[config.mk]
export PLATFORM = sky130hd
export DESIGN_NAME = sec_state_ctrl
export DESIGN_NICKNAME = d
export VERILOG_FILES = /design/src/rtl/sec_state_pkg.sv /design/src/rtl/sec_regs.sv /design/src/rtl/sec_fsm.sv /design/src/rtl/sec_retention.sv /design/src/rtl/sec_state_ctrl.sv
export SDC_FILE = /design/constraint.sdc
export NUM_CORES = 1
export LEC_CHECK = 0
export BUFFER_PORTS_ARGS = -buffer_cell sky130_fd_sc_hd__buf_2
export CORE_MARGIN = 2
export CORE_UTILIZATION = 50
export DETAILED_ROUTE_END_ITERATION = 6
export PLACE_DENSITY = 0.72
export RECOVER_POWER = 50
export SLEW_MARGIN = 10
export SYNTH_ARGS = -nofsm -noshare
export SYNTH_HDL_FRONTEND = slang
export SYNTH_SLANG_ARGS = --single-unit
export TNS_END_PERCENT = 50
[constraint.sdc]
create_clock -name clk -period 1.6 [get_ports clk]
set_input_delay 0.24 -clock clk [delete_from_list [all_inputs] [get_ports clk]]
set_output_delay 0.24 -clock clk [all_outputs]
set_load 0.01 [all_outputs]
[src/rtl/sec_state_pkg.sv]
package sec_state_pkg;

  typedef enum logic [3:0] {
    ST_CHECK    = 4'h1,
    ST_TRUST    = 4'h2,
    ST_SECURE   = 4'h3,
    ST_SOFTFAIL = 4'h4,
    ST_NONSEC   = 4'h5
  } sec_st_e;

  typedef struct packed {
    logic go;
    logic viol;
    logic fatal;
  } sec_req_t;

  // Word addresses
  localparam int unsigned A_CMD   = 0;
  localparam int unsigned A_STAT  = 1;
  localparam int unsigned A_LPCTL = 2;
  localparam int unsigned A_RET   = 3;
  localparam int unsigned A_RSET  = 4;
  localparam int unsigned A_RCLR  = 5;

  // Command register bit positions
  localparam int unsigned B_GO    = 0;
  localparam int unsigned B_VIOL  = 1;
  localparam int unsigned B_FATAL = 2;
  localparam int unsigned B_DST   = 3;
  localparam int unsigned B_DSF   = 4;

  // Low-power control bit position
  localparam int unsigned B_ZDIS  = 0;

  // Next-state rule: fatal over violation over step
  function automatic sec_st_e sec_next(sec_st_e cur, sec_req_t r,
                                       logic dis_st, logic dis_sfns);
    sec_st_e nxt;
    nxt = cur;
    if (r.fatal) begin
      nxt = (cur == ST_NONSEC) ? ST_NONSEC : ST_SOFTFAIL;
    end else if (r.viol) begin
      case (cur)
        ST_CHECK:                          nxt = ST_NONSEC;
        ST_TRUST, ST_SECURE, ST_SOFTFAIL:  nxt = ST_SOFTFAIL;
        default:                           nxt = cur;
      endcase
    end else if (r.go) begin
      case (cur)
        ST_CHECK:    nxt = ST_TRUST;
        ST_TRUST:    nxt = ST_SECURE;
        ST_SECURE:   nxt = dis_st ? ST_SECURE : ST_TRUST;
        ST_SOFTFAIL: nxt = dis_sfns ? ST_SOFTFAIL : ST_NONSEC;
        default:     nxt = cur;
      endcase
    end
    return nxt;
  endfunction

  function automatic logic sec_is_violation(sec_req_t r);
    return r.viol | r.fatal;
  endfunction

endpackage

[src/rtl/sec_regs.sv]
module sec_regs
  import sec_state_pkg::*;
#(
  parameter int ADDR_W = 3,
  parameter int DATA_W = 32,
  localparam int IDX_W = $clog2(DATA_W)
) (
  input  logic              clk,
  input  logic              rst_n,
  input  logic              wr_en,
  input  logic              rd_en,
  input  logic [ADDR_W-1:0] addr,
  input  logic [DATA_W-1:0] wdata,
  input  logic              viol_i,
  input  logic              fatal_i,
  input  sec_st_e           state_i,
  input  logic [DATA_W-1:0] ret_i,
  output logic [DATA_W-1:0] rdata,
  output sec_req_t          req_o,
  output logic              dis_st_o,
  output logic              dis_sfns_o,
  output logic              zdis_o,
  output logic              ret_we_o,
  output logic              ret_set_o,
  output logic              ret_clr_o,
  output logic [IDX_W-1:0]  ret_idx_o,
  output logic [DATA_W-1:0] ret_wdata_o
);

  logic wr_cmd, wr_lpc;
  logic go_wr, viol_wr, fatal_wr;
  logic [DATA_W-1:0] rd_mux;

  assign wr_cmd   = wr_en && (addr == ADDR_W'(A_CMD));
  assign wr_lpc   = wr_en && (addr == ADDR_W'(A_LPCTL));
  assign go_wr    = wr_cmd && wdata[B_GO];
  assign viol_wr  = wr_cmd && wdata[B_VIOL];
  assign fatal_wr = wr_cmd && wdata[B_FATAL];

  assign ret_we_o    = wr_en && (addr == ADDR_W'(A_RET));
  assign ret_set_o   = wr_en && (addr == ADDR_W'(A_RSET));
  assign ret_clr_o   = wr_en && (addr == ADDR_W'(A_RCLR));
  assign ret_idx_o   = wdata[IDX_W-1:0];
  assign ret_wdata_o = wdata;

  // One-shot request register: each bit lives for exactly one cycle
  always_ff @(posedge clk or negedge rst_n) begin
    if (!rst_n) begin
      req_o <= '0;
    end else begin
      req_o.go    <= go_wr;
      req_o.viol  <= viol_wr | viol_i;
      req_o.fatal <= fatal_wr | fatal_i;
    end
  end

  // Sticky disables, plain zeroize-disable
  always_ff @(posedge clk or negedge rst_n) begin
    if (!rst_n) begin
      dis_st_o   <= 1'b0;
      dis_sfns_o <= 1'b0;
      zdis_o     <= 1'b0;
    end else begin
      if (wr_cmd && wdata[B_DST]) dis_st_o   <= 1'b1;
      if (wr_cmd && wdata[B_DSF]) dis_sfns_o <= 1'b1;
      if (wr_lpc)                 zdis_o     <= wdata[B_ZDIS];
    end
  end

  always_comb begin
    rd_mux = '0;
    case (addr)
      ADDR_W'(A_CMD): begin
        rd_mux[B_DST] = dis_st_o;
        rd_mux[B_DSF] = dis_sfns_o;
      end
      ADDR_W'(A_STAT):  rd_mux[3:0]    = state_i;
      ADDR_W'(A_LPCTL): rd_mux[B_ZDIS] = zdis_o;
      ADDR_W'(A_RET):   rd_mux         = ret_i;
      default:          rd_mux         = '0;
    endcase
  end

  always_ff @(posedge clk or negedge rst_n) begin
    if (!rst_n)     rdata <= '0;
    else if (rd_en) rdata <= rd_mux;
  end

  AST_GO_ONESHOT: assert property (@(posedge clk) disable iff (!rst_n)
    req_o.go |-> $past(go_wr));
  AST_DST_STICKY: assert property (@(posedge clk) disable iff (!rst_n)
    dis_st_o |=> dis_st_o);
  AST_DSF_STICKY: assert property (@(posedge clk) disable iff (!rst_n)
    dis_sfns_o |=> dis_sfns_o);

endmodule

[src/rtl/sec_fsm.sv]
module sec_fsm
  import sec_state_pkg::*;
(
  input  logic     clk,
  input  logic     rst_n,
  input  sec_req_t req_i,
  input  logic     dis_st_i,
  input  logic     dis_sfns_i,
  output sec_st_e  state_o,
  output logic     viol_evt_o
);

  sec_st_e state_nxt;

  assign state_nxt  = sec_next(state_o, req_i, dis_st_i, dis_sfns_i);
  assign viol_evt_o = sec_is_violation(req_i);

  always_ff @(posedge clk or negedge rst_n) begin
    if (!rst_n) state_o <= ST_CHECK;
    else        state_o <= state_nxt;
  end

  AST_NO_TRUST_RETURN: assert property (@(posedge clk) disable iff (!rst_n)
    (state_o == ST_SOFTFAIL || state_o == ST_NONSEC) |=> state_o != ST_TRUST);
  AST_NONSEC_HOLD: assert property (@(posedge clk) disable iff (!rst_n)
    state_o == ST_NONSEC |=> state_o == ST_NONSEC);
  AST_SEC2TR_BLOCK: assert property (@(posedge clk) disable iff (!rst_n)
    (state_o == ST_SECURE && dis_st_i && !viol_evt_o) |=> state_o == ST_SECURE);
  AST_SF2NS_BLOCK: assert property (@(posedge clk) disable iff (!rst_n)
    (state_o == ST_SOFTFAIL && dis_sfns_i) |=> state_o == ST_SOFTFAIL);
  AST_FATAL_SOFTFAIL: assert property (@(posedge clk) disable iff (!rst_n)
    (req_i.fatal && state_o != ST_NONSEC) |=> state_o == ST_SOFTFAIL);
  AST_IDLE_HOLD: assert property (@(posedge clk) disable iff (!rst_n)
    (req_i == '0) |=> $stable(state_o));
  AST_STATE_LEGAL: assert property (@(posedge clk) disable iff (!rst_n)
    state_o inside {ST_CHECK, ST_TRUST, ST_SECURE, ST_SOFTFAIL, ST_NONSEC});

endmodule

[src/rtl/sec_retention.sv]
module sec_retention #(
  parameter int DATA_W = 32,
  localparam int IDX_W = $clog2(DATA_W)
) (
  input  logic              clk,
  input  logic              rst_n,
  input  logic              we_i,
  input  logic              set_i,
  input  logic              clr_i,
  input  logic [IDX_W-1:0]  idx_i,
  input  logic [DATA_W-1:0] wdata_i,
  input  logic              wipe_i,
  output logic [DATA_W-1:0] ret_o
);

  logic [DATA_W-1:0] bit_mask;
  assign bit_mask = DATA_W'(1) << idx_i;

  // Wipe outranks every bus write
  always_ff @(posedge clk or negedge rst_n) begin
    if (!rst_n)      ret_o <= '0;
    else if (wipe_i) ret_o <= '0;
    else if (we_i)   ret_o <= wdata_i;
    else if (set_i)  ret_o <= ret_o | bit_mask;
    else if (clr_i)  ret_o <= ret_o & ~bit_mask;
  end

  AST_WIPE_ZERO: assert property (@(posedge clk) disable iff (!rst_n)
    wipe_i |=> ret_o == '0);
  AST_BIT_SET: assert property (@(posedge clk) disable iff (!rst_n)
    (set_i && !wipe_i && !we_i) |=> ret_o[$past(idx_i)]);
  AST_BIT_CLR: assert property (@(posedge clk) disable iff (!rst_n)
    (clr_i && !set_i && !wipe_i && !we_i) |=> !ret_o[$past(idx_i)]);

endmodule

[src/rtl/sec_state_ctrl.sv]
module sec_state_ctrl
  import sec_state_pkg::*;
#(
  parameter int ADDR_W = 3,
  parameter int DATA_W = 32
) (
  input  logic              clk,
  input  logic              rst_n,
  input  logic              wr_en,
  input  logic              rd_en,
  input  logic [ADDR_W-1:0] addr,
  input  logic [DATA_W-1:0] wdata,
  input  logic              viol_i,
  input  logic              fatal_i,
  output logic [DATA_W-1:0] rdata,
  output logic [3:0]        state_o
);

  localparam int IDX_W = $clog2(DATA_W);

  sec_req_t          req;
  sec_st_e           state;
  logic              dis_st, dis_sfns, zdis;
  logic              ret_we, ret_set, ret_clr;
  logic [IDX_W-1:0]  ret_idx;
  logic [DATA_W-1:0] ret_wdata, ret_q;
  logic              viol_evt, wipe;

  assign wipe    = viol_evt && !zdis;
  assign state_o = state;

  sec_regs #(.ADDR_W(ADDR_W), .DATA_W(DATA_W)) u_regs (
    .clk(clk), .rst_n(rst_n), .wr_en(wr_en), .rd_en(rd_en), .addr(addr),
    .wdata(wdata), .viol_i(viol_i), .fatal_i(fatal_i), .state_i(state),
    .ret_i(ret_q), .rdata(rdata), .req_o(req), .dis_st_o(dis_st),
    .dis_sfns_o(dis_sfns), .zdis_o(zdis), .ret_we_o(ret_we),
    .ret_set_o(ret_set), .ret_clr_o(ret_clr), .ret_idx_o(ret_idx),
    .ret_wdata_o(ret_wdata)
  );

  sec_fsm u_fsm (
    .clk(clk), .rst_n(rst_n), .req_i(req), .dis_st_i(dis_st),
    .dis_sfns_i(dis_sfns), .state_o(state), .viol_evt_o(viol_evt)
  );

  sec_retention #(.DATA_W(DATA_W)) u_ret (
    .clk(clk), .rst_n(rst_n), .we_i(ret_we), .set_i(ret_set),
    .clr_i(ret_clr), .idx_i(ret_idx), .wdata_i(ret_wdata), .wipe_i(wipe),
    .ret_o(ret_q)
  );

  AST_ZDIS_KEEPS: assert property (@(posedge clk) disable iff (!rst_n)
    (viol_evt && zdis && !ret_we && !ret_set && !ret_clr) |=> $stable(ret_q));

endmodule

==> metrics.csv, run 1 <==
stage;metric;value;unit
synthesis;avgSynthCellArea;8.767;um2
floorplanning;die_w;92.14;um
floorplanning;start_util;51.05;%
sta;clock_skew;11.97;ps
sta;post-route-worst-setup-slack;105.2;ps
hold_path;timing.hold.worst.start;viol_i;
sta;slew_viol_final;0;
synthesis;synth_area;0.003884;mm2
hold_path;hold_path.class;input pin to register;
synthesis;yosys.area_share.simple;19.85;%
sta;timing.final.crit_share;93.43;%
synthesis;yosys_most_used_dff;dfrtp_1;
synthesis;synth.most_common_cell;dfrtp_1;
place;routability_congestion;0.8879;
clock_tree;postCtsSetupBuffers;0;
synthesis;synth.yosys.warnings;0;
floorplanning;dieHeight;92.14;um
critical_path;setup.worst_path.start_class;register;
grt;maximum_number_of_pins_on_one_net_before_global_route_repair;74;
sta;layout_min_cycle_time;1495;ps
clock_tree;ctsResizeCount;0;
route;dr_total_vias;3551;
synthesis;synth-seq-cells;73;
place;dp_worst_setup_slack;40.61;ps
synthesis;gate_count_after_technology_mapping;443;
finish;finalNetCount;567;
flow_run;max_cap_viol_count;0;
finish;final_layout_size_suffix_gt1_share;23.77;%
route;wire_per_inst;15.44;um
synthesis;synthArstFlopShare;100.0;%
critical_path;timing.setup.critical_path_class;register to register;
grt;gr-total-overflow;0;
clock_tree;clockBufferDepth;2;
finish;n_fill_cell;672;
sta;grt_setup_unrepaired;no;
floorplanning;rows;32;
floorplanning;coreArea;0.007607;mm2
critical_path;regToRegStartpoint;u_regs.req_o[1]$_DFF_PN0_;
clock_tree;cts.root.buffer_cell;clkbuf_8;
synthesis;yosys.area.top_type;dfrtp_1;
synthesis;muxShareOfSynthArea;1.579;%
place;port_bufs;75;
place;hpwl;6755;um
route;dr.first_iter.drc_count;207;
synthesis;synth_seq_area_share;47.07;%
critical_path;end_kind;register;
synthesis;post_synth_most_frequent_cells;dfrtp_1, nor2_1, nand2_1, inv_1, o21ai_0;
grt;grt_pass1_wl;16240;um
sta;slew-limit-headroom;34.35;%
sta;setup_viol_count_final;0;
synthesis;top_area_cell_type_share_of_the_netlist_area;46.39;%
finish;number_of_antenna_diodes;0;
grt;first_global_vias;3370;
floorplanning;die_area;0.008489;mm2
synthesis;yosysUniqueCellTypes;53;
critical_path;r2r_cells;5;
finish;layout-area-overhead-vs-synth;21.52;%
sta;setup-tns-final;0;ps
finish;area_of_combinational_cells_with_multiple_inputs;0.001749;mm2
route;viasPerCell;5.619;
synthesis;synthAdderAreaFrac;0;%
grt;grt_antenna_before_repair;0;
sta;maximum_clock_rate;669.0;MHz
power;power.density_cell_area;845.9;mW/mm2
clock_tree;clock_insertion_delay_worst_skew;350;ps
critical_path;reg2reg_slack;110;ps
critical_path;worst_ep_arrival_time;1750;ps
route;antenna_violating_nets_post_route;0;
sta;worstMarginPinSlew;984.7;ps
floorplanning;design.portCount;77;
power;p_leak;2.157;nW
status;status;completed;
route;drt_drc_violations_left;0;
finish;layout.area.seq;0.001828;mm2
synthesis;compound_gate_portion_of_the_synthesized_area;23.52;%
synthesis;ys_top_cells_by_area;dfrtp_1, o31ai_1, nor2_1;
critical_path;critical_path.startpoint;u_regs.req_o[1]$_DFF_PN0_;
synthesis;synth-edff-count;0;
critical_path;crit_required;1850;ps
critical_path;timing.critical_path.fanout_max;26;
clock_tree;cts-buffers-inserted;9;
sta;timing_hold_violations_final;0;
route;routed_wirelength;9756;um
synthesis;synth_top_family_by_area;compound AO/OA/AOI/OAI gates;
route;drt_pass1_iterations;5;
synthesis;synth_xor_xnor_area_share;0;%
critical_path;crit_end;u_ret.ret_o[29]$_DFFE_PN0P_;
clock_tree;cts_num_sinks;73;
grt;globalRouteTotalUtil;24.12;%
power;vdd_drop_max;0.4674;mV
critical_path;regToRegEndpoint;u_ret.ret_o[29]$_DFFE_PN0P_;
clock_tree;htreeDepth;3;
clock_tree;clkSlewWorstSetupHoldPaths;70;ps
clock_tree;cts_tree;built;
synthesis;synthesized_nets;484;
metrics by stage:
stage               cell area, um2  utilization, %  std cells  power, mW  hold WS [ps]
floorplan                     3884               -        443      2.291        -55.59
global placement              4536           59.62        616      2.545         306.1
detailed placement            4536           59.62        616      2.558         303.8
CTS                           4741           62.32        632      4.028         70.93
global route                  4720           62.04        632      4.149         77.96
finish                        4720           62.04        632      3.992         76.07
worst min path at each step:
stage / endpoint / depth (start not counted)
2_1_floorplan: u_fsm.state_o[1]$_DFFE_PN0P_ / 0
3_3_place_gp: u_regs.rdata[29]$_DFFE_PN0P_ / 2
3_5_place_dp: u_regs.rdata[29]$_DFFE_PN0P_ / 2
4_1_cts: u_regs.req_o[0]$_DFF_PN0_ / 2
5_1_grt: u_regs.req_o[0]$_DFF_PN0_ / 2
6_report: u_regs.req_o[1]$_DFF_PN0_ / 2
cell type report:
type	instances	area share, %
Inverter	36	2.863
Multi-Input combinational cell	299	37.06
Clock buffer	12	3.287
Tap cell	102	2.704
Sequential cell	73	38.73
Timing Repair Buffer	107	14.50
Clock inverter	3	0.8484
report_power, final:
group,leakage [nW],total [mW],switching (mW),internal (mW)
Combinational,1.06,0.578,0.344,0.234
Sequential,0.991,1.94,0.0423,1.90
Clock,0.102,1.48,0.683,0.793
Total,2.16,3.99,1.07,2.92
registers in the layout, summed over array words and instances (netlist names):
register / cells
u_regs.rdata: 32
u_ret.ret_o: 32
u_fsm.state_o: 3
u_regs.req_o: 3
u_regs.dis_sfns_o: 1
u_regs.dis_st_o: 1
u_regs.zdis_o: 1
routing by layer:
layer	track usage (%)	vias up	part of all wire [%]
met5	0	-	0
met1	32.96	1695	46
met4	10.45	0	2.0
li1	-	1741	-
met3	3.862	16	4.2
met2	38.17	99	48
cell usage in the layout, fill, tap and decap left out, types with 3 or more instances in the layout:
cell type and count:
a31oi_1 7, nand3b_1 4, nand4_1 3, clkbuf_1 4, a32o_1 12, buf_2 74
a22oi_1 4, o31ai_1 25, mux2i_1 5, nand2_1 47, dfrtp_1 72, o21ai_0 34
buf_12 6, a21o_1 4, a21oi_1 26, o41ai_1 3, clkbuf_8 11, nand3_1 10
nor2_1 49, buf_4 22, nand2b_1 4, inv_1 36, o22ai_1 9, nor3_1 15
critical path: stages, from the launching register on:
cell and delay, ps:
dfrtp_1 430, o21ba_2 280, a21oi_2 160, buf_12 190
o31ai_1 80, o31ai_1 260
repair_timing:
action | 4_1_cts | 5_1_grt
setup endpoints to repair | 0 | 0
hold buffers | 1 | 0
hold endpoints to repair | 72 | 0
cells by family after synthesis:
| group | count (synthesis) |
|---|---|
| DFF | 73 |
| buffers and inverters | 71 |
| other | 1 |
| and+or+nand+nor | 154 |
| AOI/OAI and AO/OA | 138 |
| muxes | 6 |
Power figures use the tool's default switching activity.
==> run 2, diff against run 1 <==
Settings changed: CORE_UTILIZATION 50 to 51, PLACE_DENSITY 0.72 to 0.74.
==> run 2 against run 1 <==
Final area is 0.61% lower. Non-clock buffer count increased by 6. Critical endpoint is now u_ret.ret_o[12]$_DFFE_PN0P_. Sequential power barely moved. Global-route usage increased by 1.0 points. Critical path type unchanged. Utilization increased by 1.9 points. Critical path depth is the same.
==> metrics.csv, run 2 (synthesis gave the netlist of run 1 again) <==
stage;metric;value;unit;change
status;status;completed;;unchanged
grt;grt_pass1_wl;16880;um;was 16240 um
route;drt_pass1_iterations;5;;unchanged
floorplanning;rows;31;;was 32
sta;grt_setup_unrepaired;no;;unchanged
clock_tree;clkSlewWorstSetupHoldPaths;80;ps;was 70 ps
clock_tree;clockBufferDepth;2;;unchanged
route;dr_total_vias;3634;;was 3551
sta;layout_min_cycle_time;1531;ps;was 1495 ps
finish;mostFrequentLayoutCells;buf_2, dfrtp_1, nor2_1;;unchanged
clock_tree;cts_num_sinks;73;;unchanged
finish;finalNetCount;573;;was 567
critical_path;setup.worst_path.start_class;register;;unchanged
finish;final_common_cell;buf_2;;unchanged
clock_tree;postCtsSetupBuffers;0;;unchanged
place;port_bufs;75;;unchanged
floorplanning;start_util;52.98;%;was 51.05%
grt;maximum_number_of_pins_on_one_net_before_global_route_repair;35;;was 74
route;dr.first_iter.drc_count;282;;was 207
clock_tree;htreeDepth;3;;unchanged
flow_run;max_cap_viol_count;0;;unchanged
route;drt_drc_violations_left;0;;unchanged
grt;grt_antenna_before_repair;0;;unchanged
clock_tree;cts-buffers-inserted;9;;unchanged
sta;worstMarginPinSlew;555.4;ps;was 984.7 ps
sta;slew-limit-headroom;62.97;%;was 34.35%
clock_tree;cts_tree;built;;unchanged
critical_path;end_kind;register;;unchanged
sta;setup_viol_count_final;0;;unchanged
grt;first_global_vias;3479;;was 3370
sta;setup-tns-final;0;ps;unchanged
route;routed_wirelength;10250;um;was 9756 um
power;power.density_cell_area;846.5;mW/mm2;was 845.9 mW/mm2
sta;maximum_clock_rate;653.3;MHz;was 669.0 MHz
grt;busiest_layer;met2;;unchanged
power;p_leak;2.153;nW;was 2.157 nW
finish;layout-area-overhead-vs-synth;20.78;%;was 21.52%
floorplanning;die_area;0.008329;mm2;was 0.008489 mm2
sta;slew_viol_final;0;;unchanged
floorplanning;die_w;91.27;um;was 92.14 um
grt;globalRouteTotalUtil;25.17;%;was 24.12%
sta;clock_skew;10.81;ps;was 11.97 ps
grt;globalRouteMet2Util;40.80;%;was 38.17%
clock_tree;clock_insertion_delay_worst_skew;350;ps;about the same
critical_path;crit_required;1850;ps;about the same
grt;grtUsageMet1;33.91;%;was 32.96%
sta;timing_hold_violations_final;0;;unchanged
hold_path;hold_path.class;input pin to register;;unchanged
clock_tree;cts.root.buffer_cell;clkbuf_8;;unchanged
finish;final_layout_size_suffix_gt1_share;24.58;%;was 23.77%
power;vdd_drop_max;0.4824;mV;was 0.4674 mV
grt;gr-total-overflow;0;;unchanged
place;hpwl;7190;um;was 6755 um
floorplanning;dieHeight;91.27;um;was 92.14 um
route;antenna_violating_nets_post_route;0;;unchanged
route;wire_per_inst;16.12;um;was 15.44 um
finish;number_of_antenna_diodes;0;;unchanged
floorplanning;coreArea;0.007331;mm2;was 0.007607 mm2
critical_path;worst_ep_arrival_time;1780;ps;was 1750 ps
route;viasPerCell;5.714;;was 5.619
sta;whs;67.27;ps;was 76.07 ps
sta;timing.final.crit_share;95.67;%;was 93.43%
critical_path;timing.setup.critical_path_class;register to register;;unchanged
critical_path;timing.critical_path.fanout_max;7;;was 26
floorplanning;design.portCount;77;;unchanged
place;routability_congestion;0.8828;;was 0.8879
grt;grtUsageMet3;3.154;%;was 3.862%
finish;largest_registers;u_regs.rdata: 32 flops, u_ret.ret_o: 32 flops;;unchanged
[run 2: cell count changes in the layout (fill, tap and decap cells not counted), sizes merged]
cell / change
buf: +2
clkbuf: +2
clkinv: +2
clkinvlp: +1
[run 2: worst paths after layout]
| kind | from | to | slack [ps] | depth (start not counted) |
|---|---|---|---|---|
| max in group asynchronous | rst_n | u_ret.ret_o[0]$_DFFE_PN0P_ | 300 | 3 |
| worst max register to register | u_regs.req_o[1]$_DFF_PN0_ | u_ret.ret_o[12]$_DFFE_PN0P_ | 70 | 5 |
| min in group asynchronous | rst_n | u_regs.rdata[31]$_DFFE_PN0P_ | 380 | 2 |
| worst max-delay path | u_regs.req_o[1]$_DFF_PN0_ | u_ret.ret_o[12]$_DFFE_PN0P_ | 70 | 5 |
| worst min register to register | u_regs.rdata[15]$_DFFE_PN0P_ | u_regs.rdata[15]$_DFFE_PN0P_ | 520 | 2 |
| worst min-delay path | fatal_i | u_regs.req_o[0]$_DFF_PN0_ | 70 | 2 |
[run 2: metrics by stage]
step	total power, mW	util (%)	cells	setup WS, ps	instance area [um2]
4_1_cts	4.000	64.57	636	58.74	4733
5_1_grt	4.117	63.99	636	13.38	4691
3_5_place_dp	2.559	61.75	619	19.98	4527
6_report	3.971	63.99	636	69.31	4691
2_1_floorplan	2.291	-	443	2.337	3884
3_3_place_gp	2.545	61.75	619	83.74	4527
[run 2: cell type report]
class,instances,area (um2)
Timing Repair Buffer,113,658.1
Tap cell,99,123.9
Clock inverter,6,68.82
Multi-Input combinational cell,299,1749
Clock buffer,10,127.6
Inverter,36,135.1
Sequential cell,73,1828
Fill cell,622,2640
[run 2: critical path: stages (launching register included)]
cell and delay, ps:
dfrtp_1 450, o21ba_2 290, a21oi_2 150, buf_4 170
o31ai_1 90, o31ai_1 280
[run 2: power by group]
group	leakage [nW]	switching, mW	internal [mW]
Combinational	1.07	0.351	0.227
Clock	0.0964	0.725	0.726
Sequential	0.991	0.0470	1.90
[run 2: metal layers]
metal	part of all wire (%)	wire length, um
met3	5.2	534
met4	2.1	213
met5	0	0
met1	46	4697
met2	47	4806
[run 2: what timing repair did]
action / in CTS / in global routing
resized for setup: 0 / 0
hold endpoints to repair: 17 / 0
hold buffers: 1 / 0
